## src/rtl/charlcd_acu_pkg.sv

```systemverilog
`timescale 1ns/1ps
package charlcd_acu_pkg;
    typedef enum logic [1:0] {
        TGT_DD   = 2'd0,
        TGT_CG   = 2'd1,
        TGT_ICON = 2'd2
    } tgt_e;

    localparam logic [6:0] LINE1_LAST  = 7'h27;
    localparam logic [6:0] LINE2_FIRST = 7'h40;
    localparam logic [6:0] LINE2_LAST  = 7'h67;
    localparam logic [6:0] FLAT_LAST   = 7'h4F;
    localparam logic [7:0] BLANK_CODE  = 8'h20;
endpackage

```

## src/rtl/charlcd_acu_addr_step.sv

```systemverilog
`timescale 1ns/1ps
module charlcd_acu_addr_step
    import charlcd_acu_pkg::*;
(
    input  logic [6:0] cur,
    input  logic       up,
    input  tgt_e       tgt,
    input  logic       two_line,
    input  logic       dbl,
    output logic [6:0] nxt
);
    logic [6:0] top;

    always_comb begin
        top = dbl ? LINE1_LAST : FLAT_LAST;
        nxt = cur;
        case (tgt)
            TGT_CG:   nxt = {1'b0, (up ? cur[5:0] + 6'd1 : cur[5:0] - 6'd1)};
            TGT_ICON: nxt = {3'b000, (up ? cur[3:0] + 4'd1 : cur[3:0] - 4'd1)};
            default: begin
                if (two_line) begin
                    if (up)
                        nxt = (cur == LINE1_LAST) ? LINE2_FIRST :
                              (cur == LINE2_LAST) ? 7'h00 : cur + 7'd1;
                    else
                        nxt = (cur == LINE2_FIRST) ? LINE1_LAST :
                              (cur == 7'h00) ? LINE2_LAST : cur - 7'd1;
                end else begin
                    if (up)
                        nxt = (cur >= top) ? 7'h00 : cur + 7'd1;
                    else
                        nxt = (cur == 7'h00) ? top : cur - 7'd1;
                end
            end
        endcase
    end
endmodule

```

## src/rtl/charlcd_acu_shift_step.sv

```systemverilog
`timescale 1ns/1ps
module charlcd_acu_shift_step #(
    parameter int W = 7
) (
    input  logic [W-1:0] ofs,
    input  logic         left,
    input  logic [W-1:0] modlen,
    output logic [W-1:0] nxt
);
    always_comb begin
        if (left)
            nxt = (ofs >= modlen - W'(1)) ? '0 : ofs + W'(1);
        else
            nxt = (ofs == '0) ? modlen - W'(1) : ofs - W'(1);
    end
endmodule

```

## src/rtl/charlcd_acu_busy_timer.sv

```systemverilog
`timescale 1ns/1ps
module charlcd_acu_busy_timer #(
    parameter int W = 7
) (
    input  logic         clk,
    input  logic         rst_n,
    input  logic         load,
    input  logic [W-1:0] load_val,
    output logic         busy
);
    logic [W-1:0] cnt_d, cnt_q;

    always_comb begin
        cnt_d = cnt_q;
        if (load)
            cnt_d = load_val;
        else if (cnt_q != '0)
            cnt_d = cnt_q - W'(1);
    end

    always_ff @(posedge clk or negedge rst_n) begin
        if (!rst_n) cnt_q <= '0;
        else        cnt_q <= cnt_d;
    end

    assign busy = (cnt_q != '0);
endmodule

```

## src/rtl/charlcd_acu.sv

```systemverilog
`timescale 1ns/1ps
module charlcd_acu
    import charlcd_acu_pkg::*;
#(
    parameter int BUSY_CYC  = 4,
    parameter int POSITIONS = 80
) (
    input  logic       clk,
    input  logic       rst_n,
    input  logic       instr_valid,
    input  logic       is_data,
    input  logic [7:0] instr_byte,
    output logic [6:0] ac_addr,
    output logic [1:0] ac_target,
    output logic       wr_en,
    output logic [6:0] wr_addr,
    output logic [1:0] wr_target,
    output logic [7:0] wr_data,
    output logic [6:0] shift_ofs,
    output logic       disp_on,
    output logic       cursor_on,
    output logic       blink_on,
    output logic       busy
);
    localparam int CLR_CYC  = POSITIONS + BUSY_CYC;
    localparam int CW       = $clog2(CLR_CYC + 1);
    localparam int LINE_LEN = POSITIONS / 2;
    localparam logic [6:0] GAP = LINE2_FIRST - 7'(LINE_LEN);

    typedef struct packed {
        logic [6:0] ac;
        tgt_e       tgt;
        logic       id;
        logic       s;
        logic       disp;
        logic       cur;
        logic       blk;
        logic       n;
        logic       dh;
        logic       ext;
        logic [6:0] ofs;
        logic       wr_en;
        logic [6:0] wr_addr;
        tgt_e       wr_tgt;
        logic [7:0] wr_data;
        logic       clr;
        logic [6:0] clr_idx;
    } st_t;

    localparam st_t ST_RST = '{ac: 7'h00, tgt: TGT_DD, id: 1'b1, s: 1'b0,
                               disp: 1'b0, cur: 1'b0, blk: 1'b0, n: 1'b0,
                               dh: 1'b0, ext: 1'b0, ofs: 7'h00, wr_en: 1'b0,
                               wr_addr: 7'h00, wr_tgt: TGT_DD, wr_data: 8'h00,
                               clr: 1'b0, clr_idx: 7'h00};

    st_t st_d, st_q;
    logic          accept, step_up, shift_left, tmr_load;
    logic [CW-1:0] tmr_val;
    logic [6:0]    step_nxt, shift_nxt, modlen;

    assign accept     = instr_valid && !busy;
    assign step_up    = is_data ? st_q.id : instr_byte[2];
    assign shift_left = is_data ? st_q.id : !instr_byte[2];
    assign modlen     = (st_q.n || st_q.dh) ? 7'(LINE_LEN) : 7'(POSITIONS);

    charlcd_acu_addr_step u_step (
        .cur(st_q.ac), .up(step_up), .tgt(st_q.tgt),
        .two_line(st_q.n), .dbl(st_q.dh), .nxt(step_nxt)
    );

    charlcd_acu_shift_step #(.W(7)) u_shift (
        .ofs(st_q.ofs), .left(shift_left), .modlen(modlen), .nxt(shift_nxt)
    );

    charlcd_acu_busy_timer #(.W(CW)) u_busy (
        .clk(clk), .rst_n(rst_n), .load(tmr_load), .load_val(tmr_val), .busy(busy)
    );

    always_comb begin
        st_d       = st_q;
        st_d.wr_en = 1'b0;
        tmr_load   = 1'b0;
        tmr_val    = CW'(BUSY_CYC);
        if (st_q.clr) begin
            st_d.wr_en   = 1'b1;
            st_d.wr_tgt  = TGT_DD;
            st_d.wr_data = BLANK_CODE;
            st_d.wr_addr = (st_q.n && st_q.clr_idx >= 7'(LINE_LEN)) ?
                           st_q.clr_idx + GAP : st_q.clr_idx;
            st_d.clr_idx = st_q.clr_idx + 7'd1;
            if (st_q.clr_idx == 7'(POSITIONS - 1))
                st_d.clr = 1'b0;
        end
        if (accept) begin
            tmr_load = 1'b1;
            if (is_data) begin
                st_d.wr_en   = 1'b1;
                st_d.wr_addr = st_q.ac;
                st_d.wr_tgt  = st_q.tgt;
                st_d.wr_data = instr_byte;
                st_d.ac      = step_nxt;
                if (st_q.s && st_q.tgt == TGT_DD)
                    st_d.ofs = shift_nxt;
            end else begin
                casez (instr_byte)
                    8'b1???????: begin
                        st_d.ac  = instr_byte[6:0];
                        st_d.tgt = TGT_DD;
                    end
                    8'b01??????: begin
                        if (!st_q.ext) begin
                            st_d.ac  = {1'b0, instr_byte[5:0]};
                            st_d.tgt = TGT_CG;
                        end else if (instr_byte[5:4] == 2'b00) begin
                            st_d.ac  = {3'b000, instr_byte[3:0]};
                            st_d.tgt = TGT_ICON;
                        end
                    end
                    8'b001?????: begin
                        st_d.n   = instr_byte[3];
                        st_d.dh  = instr_byte[2];
                        st_d.ext = instr_byte[0];
                        st_d.ofs = 7'h00;
                    end
                    8'b0001????: begin
                        if (!st_q.ext) begin
                            if (instr_byte[3]) st_d.ofs = shift_nxt;
                            else               st_d.ac  = step_nxt;
                        end
                    end
                    8'b00001???: begin
                        st_d.disp = instr_byte[2];
                        st_d.cur  = instr_byte[1];
                        st_d.blk  = instr_byte[0];
                    end
                    8'b000001??: begin
                        st_d.id = instr_byte[1];
                        st_d.s  = instr_byte[0];
                    end
                    8'b0000001?: begin
                        st_d.ac  = 7'h00;
                        st_d.tgt = TGT_DD;
                        st_d.ofs = 7'h00;
                    end
                    8'b00000001: begin
                        st_d.ac      = 7'h00;
                        st_d.tgt     = TGT_DD;
                        st_d.ofs     = 7'h00;
                        st_d.id      = 1'b1;
                        st_d.clr     = 1'b1;
                        st_d.clr_idx = 7'h00;
                        tmr_val      = CW'(CLR_CYC);
                    end
                    default: ;
                endcase
            end
        end
    end

    always_ff @(posedge clk or negedge rst_n) begin
        if (!rst_n) st_q <= ST_RST;
        else        st_q <= st_d;
    end

    assign ac_addr   = st_q.ac;
    assign ac_target = st_q.tgt;
    assign wr_en     = st_q.wr_en;
    assign wr_addr   = st_q.wr_addr;
    assign wr_target = st_q.wr_tgt;
    assign wr_data   = st_q.wr_data;
    assign shift_ofs = st_q.ofs;
    assign disp_on   = st_q.disp;
    assign cursor_on = st_q.cur;
    assign blink_on  = st_q.blk;
endmodule

```

## config.mk

```make
export PLATFORM = sky130hd
export DESIGN_NAME = charlcd_acu
export DESIGN_NICKNAME = d
export VERILOG_FILES = /design/src/rtl/charlcd_acu_pkg.sv /design/src/rtl/charlcd_acu_addr_step.sv /design/src/rtl/charlcd_acu_shift_step.sv /design/src/rtl/charlcd_acu_busy_timer.sv /design/src/rtl/charlcd_acu.sv
export SDC_FILE = /design/constraint.sdc
export NUM_CORES = 1
export LEC_CHECK = 0
export ABC_AREA = 0
export BUFFER_PORTS_ARGS = -buffer_cell sky130_fd_sc_hd__buf_4
export CORE_MARGIN = 3
export CORE_UTILIZATION = 45
export DETAILED_ROUTE_END_ITERATION = 6
export GPL_ROUTABILITY_DRIVEN = 0
export HOLD_SLACK_MARGIN = 0.05
export PLACE_DENSITY = 0.69
export SLEW_MARGIN = 20
export SYNTH_ARGS = -nofsm -noshare
export SYNTH_HDL_FRONTEND = slang
export SYNTH_SLANG_ARGS = --single-unit
```

## constraint.sdc

```tcl
create_clock -name clk -period 4.3 [get_ports clk]
set_input_delay 0.86 -clock clk [delete_from_list [all_inputs] [get_ports clk]]
set_output_delay 0.86 -clock clk [all_outputs]
set_load 0.005 [all_outputs]
```

==> results of run 1 <==
## worst max-delay path by stage
stage	endpoint	from	cells after the start	slack (ns)
floorplan	ac_addr[4]	instr_byte[2]	11	1.21
detailed placement	ac_addr[4]	is_data	11	0.87
global route	ac_addr[4]	is_data	11	0.99
global placement	ac_addr[4]	is_data	11	0.97
CTS	busy	u_busy.cnt_q[0]	6	1.21
finish	busy	u_busy.cnt_q[0]	6	1.23
## power by group
part / internal, mW / switching [mW] / leakage [nW]
registers: 0.711 / 0.270 / 0.674
clock network: 0.281 / 0.219 / 0.0953
logic: 0.556 / 0.568 / 1.23
## routing by layer
| metal | vias to the layer above | GRT usage | wire length [um] |
|---|---|---|---|
| met2 | 108 | 0.325 | 4940 |
| li1 | 1717 | - | - |
| met4 | 0 | 0.0747 | 180 |
| met1 | 1716 | 0.274 | 4670 |
| met3 | 17 | 0.0429 | 584 |
| met5 | - | 0 | 0 |
## Yosys cell counts (2+ instances only)
| library cell | n |
|---|---|
| sky130_fd_sc_hd__a21o_1 | 9 |
| sky130_fd_sc_hd__a21boi_0 | 3 |
| sky130_fd_sc_hd__a2111oi_0 | 2 |
| sky130_fd_sc_hd__a31oi_1 | 4 |
| sky130_fd_sc_hd__buf_4 | 36 |
| sky130_fd_sc_hd__and2_1 | 2 |
| sky130_fd_sc_hd__a211oi_1 | 6 |
| sky130_fd_sc_hd__buf_6 | 3 |
| sky130_fd_sc_hd__o31a_1 | 2 |
| sky130_fd_sc_hd__a21oi_1 | 19 |
| sky130_fd_sc_hd__buf_2 | 7 |
| sky130_fd_sc_hd__nor2b_1 | 4 |
| sky130_fd_sc_hd__o22a_1 | 3 |
| sky130_fd_sc_hd__o21ai_1 | 2 |
| sky130_fd_sc_hd__nand4_1 | 3 |
| sky130_fd_sc_hd__nor2_1 | 33 |
| sky130_fd_sc_hd__a22o_1 | 4 |
| sky130_fd_sc_hd__nor4_1 | 5 |
| sky130_fd_sc_hd__o21a_1 | 2 |
| sky130_fd_sc_hd__mux2_2 | 9 |
| sky130_fd_sc_hd__nand4b_1 | 2 |
| sky130_fd_sc_hd__or4b_4 | 3 |
| sky130_fd_sc_hd__xor2_1 | 5 |
| sky130_fd_sc_hd__inv_1 | 23 |
| sky130_fd_sc_hd__xnor2_1 | 12 |
| sky130_fd_sc_hd__o211ai_1 | 5 |
| sky130_fd_sc_hd__dfrtp_1 | 56 |
| sky130_fd_sc_hd__nand2_1 | 50 |
| sky130_fd_sc_hd__nor3b_1 | 2 |
| sky130_fd_sc_hd__mux2i_1 | 6 |
| sky130_fd_sc_hd__nand3_1 | 18 |
| sky130_fd_sc_hd__nand2b_1 | 4 |
| sky130_fd_sc_hd__clkbuf_1 | 11 |
| sky130_fd_sc_hd__or3_1 | 3 |
| sky130_fd_sc_hd__or2_2 | 3 |
| sky130_fd_sc_hd__o311ai_0 | 3 |
| sky130_fd_sc_hd__o22ai_1 | 2 |
| sky130_fd_sc_hd__nand3b_1 | 3 |
| sky130_fd_sc_hd__nor3_1 | 13 |
| sky130_fd_sc_hd__o21ai_0 | 46 |
| sky130_fd_sc_hd__ha_1 | 23 |
| sky130_fd_sc_hd__nand2_2 | 2 |
| sky130_fd_sc_hd__and3_1 | 5 |
## layout make-up
type	count	area, um^2	share of cell area
clock buffer	11	141	0.0306
clock inverter	5	55.1	0.0119
inverter	25	93.8	0.0203
multi-input combinational	350	2370	0.514
sequential	57	1430	0.309
tap	126	158	0.0342
timing repair buffer	49	368	0.0797
## worst max-delay path: cells and delay by family (launching register included)
kind	cells	cell delay, ns
flip-flops	1	0.40
adder cells (fa/ha/maj)	1	0.19
AND/OR/NAND/NOR	2	0.85
buffers and inverters	3	0.44
## sequential cells by signal, summed over array words and instances, names as in the netlist
| signal | count |
|---|---|
| wr_addr | 7 |
| st_q | 13 |
| ac_target | 2 |
| cursor_on | 1 |
| shift_ofs | 7 |
| wr_data | 8 |
| disp_on | 1 |
| wr_en | 1 |
| blink_on | 1 |
| ac_addr | 7 |
| wr_target | 2 |
| u_busy.cnt_q | 7 |
## logic make-up after synthesis
| group | after synthesis | share of synthesized area |
|---|---|---|
| AO/OA/AOI/OAI | 126 | 0.199 |
| multiplexers | 15 | 0.0378 |
| flip-flops | 57 | 0.334 |
| buffers and inverters | 82 | 0.111 |
| AND/OR/NAND/NOR | 168 | 0.211 |
| XOR/XNOR | 17 | 0.0349 |
| adder cells (fa/ha/maj) | 24 | 0.0721 |
## through the flow
stage	std cells	total power [mW]	setup WS (ns)	instance area, um^2	util
2_1_floorplan	489	1.83	1.21	4270	-
3_3_place_gp	607	2.06	0.971	4420	0.492
3_5_place_dp	607	2.10	0.869	4420	0.492
4_1_cts	623	2.62	1.21	4610	0.514
5_1_grt	623	2.80	0.990	4610	0.514
6_report	623	2.61	1.23	4610	0.514
==> impl_metrics.tcl, run 1 <==
set metrics [dict create \
    critPathKind "flip-flop to output pin" \
    first_pass_iters 5 \
    synth.area.top_cells "sky130_fd_sc_hd__dfrtp_1 33%, sky130_fd_sc_hd__ha_1 6.7%, sky130_fd_sc_hd__buf_4 6.3%" \
    crit_required_ns 3.44 \
    critPathCaptureType "output pin" \
    worst_clock_skew_ns 0.0129 \
    tritoncts "built" \
    grt_overflow_total 0 \
    num_rows 34 \
    timing.max_slew.rel_slack 0.303 \
    final_layout_size_suffix_gt1_frac 0.197 \
    quantity_of_gates_resized_following_cts 0 \
    clkTransAtPathRegs_ns 0.07 \
    areaGrowthSynthToFinish_pct 8.00 \
    setup_viol 0 \
    buffer_ports.inserted 49 \
    synthArstFlopShare 1.00 \
    worst_setup_path_start_kind "flip-flop" \
    avg_cell_area_syn_um2 8.74 \
    finalHoldViolations 0 \
    cells_after_synthesis 489 \
    insertedDiodeCount 0 \
    grt_start_max_net_pins 58 \
    worst_path_cell_trace "inv_1 > ha_1 > or3b_4 > nor4_4 > inv_1 > buf_4" \
    reg2reg_to "st_q[3]" \
    synth-warning-count 0 \
    launch_instance_of_the_worst_min_delay_path "u_busy.cnt_q[3]" \
    grt_pass1_vias 3387 \
    numClockSinks 57 \
    layout_commonest_cell "sky130_fd_sc_hd__dfrtp_1" \
    timing.critical_path.fanout_max 8 \
    post_cts_buffers 0 \
    drt-wirelength-per-cell_um 16.6 \
    cts_htree_levels 3 \
    number_of_nets_produced_by_synthesis 525 \
    power_density_over_the_cells_nw_per_um2 565 \
    timing.setup.tns_ns 0 \
    synthFlopType "sky130_fd_sc_hd__dfrtp_1" \
    die_h_um 103 \
    worst_path_largest_cell_delay_ns 0.43 \
    floorplan.die.width_um 103 \
    outcome "complete, no violations" \
    filler_cell_count 829 \
    synth.largest_area_cell "sky130_fd_sc_hd__dfrtp_1" \
    num_vias 3558 \
    fmax_mhz 325 \
    grt_antenna_before_repair 0 \
    postSynthRegisterBits 57 \
    unrepaired_setup_endpoints_after_global_routing "false" \
    grt_use_total 0.204 \
    initial_utilization 0.476 \
    top_cell_type_s_share_of_synthesized_area 0.328 \
    cts-root-buf "sky130_fd_sc_hd__clkbuf_8" \
    final_wirelength_um 10400 \
    slowest_stage "sky130_fd_sc_hd__nor4_4" \
    critical_path_arrival_ns 2.21 \
    place_hpwl_um 7480 \
    vias_per_cell 5.71 \
    dr.first_iter.drc_count 251 \
    hold_path_class "flip-flop to flip-flop" \
    wire_length_of_the_first_global_routing_pass_um 17000 \
    reg2reg_setup_slack_ns 1.42 \
    crit_path_frequent_cell "sky130_fd_sc_hd__inv_1" \
    clk_latency_ns 0.34 \
    period_share 0.715 \
    die_area_um2 10700 \
    rr_startpoint "u_busy.cnt_q[0]" \
    postRouteAntennaNets 0 \
    synthesis.area_um2 4270 \
    post_route_drc 0 \
    synth_cell_type_count 74 \
    boundaryPins 50 \
    core_um2 8980 \
    synth-edff-count 0 \
    timing.reg2reg.worst_path_depth 8 \
    vdd_drop_max_v 0.000343 \
    final.min_clock_period_ns 3.07 \
    timing.final.max_slew_violations 0 \
    worst_hold_path.endpoint "u_busy.cnt_q[3]" \
    timing.max_cap.violations 0 \
    cts-hold-fix-buffers 0 \
    post_synthesis_sequential_area_ratio 0.334 \
    clk_path_buf_depth 2 \
    leakagePower_nw 2.00 \
    nNetsFinal 528 \
    tritoncts.num_buffers 9 \
    final_cell_mix "56 x sky130_fd_sc_hd__dfrtp_1, 50 x sky130_fd_sc_hd__nand2_1, 49 x sky130_fd_sc_hd__buf_4" \
    worst-slew-pin-transition_ns 1.05 \
    finalHoldWorstSlack_ns 0.506 \
    hold_depth 1 \
]
Note: power is estimated with default switching activity, not from simulation.
==> run 2, diff against run 1 <==
==> constraint.sdc (replaced) <==
create_clock -name clk -period 2.95 [get_ports clk]
set_input_delay 0.59 -clock clk [delete_from_list [all_inputs] [get_ports clk]]
set_output_delay 0.59 -clock clk [all_outputs]
set_load 0.005 [all_outputs]
==> impl_metrics.tcl, run 2 (synthesized netlist as in run 1, its figures left out) <==
set metrics [dict create \
    outcome "complete, no violations" \
    unrepaired_setup_endpoints_after_global_routing "false" \
    timing.max_cap.violations 0 \
    timing.max_slew.rel_slack 0.507 \
    buffer_ports.inserted 49 \
    vdd_drop_max_v 0.000353 \
    final.min_clock_period_ns 2.74 \
    cts-hold-fix-buffers 0 \
    fmax_mhz 365 \
    cts_htree_levels 3 \
    timing.critical_path.depth 9 \
    slowest_stage "sky130_fd_sc_hd__dfrtp_1" \
    insertedDiodeCount 0 \
    numClockSinks 57 \
    finalHoldViolations 0 \
    timing.final.max_slew_violations 0 \
    reg2reg_setup_slack_ns 0.21 \
    post_cts_buffers 0 \
    period_share 0.929 \
    cts-root-buf "sky130_fd_sc_hd__clkbuf_8" \
    die_area_um2 10700 \
    met3_length_um 595 \
    timing.setup.tns_ns 0 \
    areaGrowthSynthToFinish_pct 10.5 \
    hold_path_class "input pin to asynchronous set/reset pin" \
    setup_viol 0 \
    tritoncts.num_buffers 9 \
    grt_start_max_net_pins 58 \
    finalWorstSetupSlack_ns 0.209 \
    critical_path_arrival_ns 3.00 \
    critPathCaptureType "flip-flop" \
    num_vias 3618 \
    grt_pass1_vias 3683 \
    core_um2 8980 \
    timing.reg2reg.worst_path_depth 9 \
    post_route_drc 0 \
    initial_utilization 0.476 \
    boundaryPins 50 \
    drt-wirelength-per-cell_um 16.6 \
    vias_per_cell 5.71 \
    worst_clock_skew_ns 0.0101 \
    floorplan.die.width_um 103 \
    final_cell_mix "60 x sky130_fd_sc_hd__buf_4, 56 x sky130_fd_sc_hd__dfrtp_1, 50 x sky130_fd_sc_hd__nand2_1" \
    final_area_um2 4720 \
    clkTransAtPathRegs_ns 0.07 \
    postRouteAntennaNets 0 \
    clk_latency_ns 0.34 \
    num_rows 34 \
    grt_use_total 0.211 \
    number_of_buffer_and_inverter_stages_on_the_critical_path 2 \
    power_density_over_the_cells_nw_per_um2 838 \
    worst_path_cell_trace "inv_1 > nand2_1 > inv_1 > ha_1 > and4_1 > a21oi_1 > nand3_1 > o32a_1 > o22ai_1" \
    dr.first_iter.drc_count 277 \
    wire_length_of_the_first_global_routing_pass_um 17800 \
    postPlaceCellArea_um2 4500 \
    nNetsFinal 539 \
    clk_path_buf_depth 2 \
    crit_family "simple AND/OR/NAND/NOR gates" \
    leakagePower_nw 2.07 \
    highest-signal-layer "met4" \
    critPathKind "flip-flop to flip-flop" \
    largest_reg_flops 13 \
    placement.setup.worst_slack_ns 0.141 \
    final_layout_size_suffix_gt1_frac 0.213 \
    crit_path_frequent_cell "sky130_fd_sc_hd__inv_1" \
    crit_required_ns 3.21 \
    grt_overflow_total 0 \
    layout_commonest_cell "sky130_fd_sc_hd__buf_4" \
    tritoncts "built" \
    die_h_um 103 \
    met1Wirelength_um 4760 \
    final_wirelength_um 10600 \
    quantity_of_gates_resized_following_cts 0 \
    register_ranked_first_by_flip_flop_count "st_q" \
    worst_setup_path_start_kind "flip-flop" \
    worst_path_largest_cell_delay_ns 0.57 \
    routed-wl-met2_um 4950 \
    first_pass_iters 6 \
    timing.critical_path.fanout_max 9 \
    place_hpwl_um 7720 \
    grt_antenna_before_repair 0 \
    worst-slew-pin-transition_ns 0.740 \
]
==> run 2: worst paths after layout <==
check / startpoint / endpoint
max in group asynchronous: rst_n / ac_addr[6]
min in group clk: u_busy.cnt_q[3] / u_busy.cnt_q[3]
worst min-delay path: rst_n / wr_data[4]
worst max register to register: st_q[35] / shift_ofs[3]
worst min register to register: u_busy.cnt_q[3] / u_busy.cnt_q[3]
worst max-delay path: st_q[35] / shift_ofs[3]
==> run 2: area by class of cell <==
| class | count | area [um^2] |
|---|---|---|
| Clock buffer | 12 | 145 |
| Inverter | 25 | 93.8 |
| Fill cell | 830 | 4260 |
| Clock inverter | 4 | 76.3 |
| Sequential cell | 57 | 1430 |
| Multi-Input combinational cell | 350 | 2370 |
| Tap cell | 126 | 158 |
| Timing Repair Buffer | 60 | 450 |
==> run 2: per-layer routing <==
metal / vias up / GRT usage
met1: 1725 / 0.273
met2: 132 / 0.344
met4: 0 / 0.0827
met3: 23 / 0.0429
met5: - / 0
li1: 1738 / -
==> run 2: per-stage QoR <==
stage	utilization	instances	hold slack [ns]	power, mW
floorplan	-	489	0.294	2.67
global placement	0.501	618	0.486	3.07
detailed placement	0.501	618	0.492	3.12
CTS	0.526	634	0.338	3.98
global route	0.526	634	0.359	4.24
finish	0.526	634	0.311	3.96
==> run 2: report_power, final <==
group | switching [mW] | internal (mW) | leakage, nW
Combinational | 0.918 | 0.854 | 1.29
Clock | 0.336 | 0.501 | 0.107
Sequential | 0.311 | 1.04 | 0.674
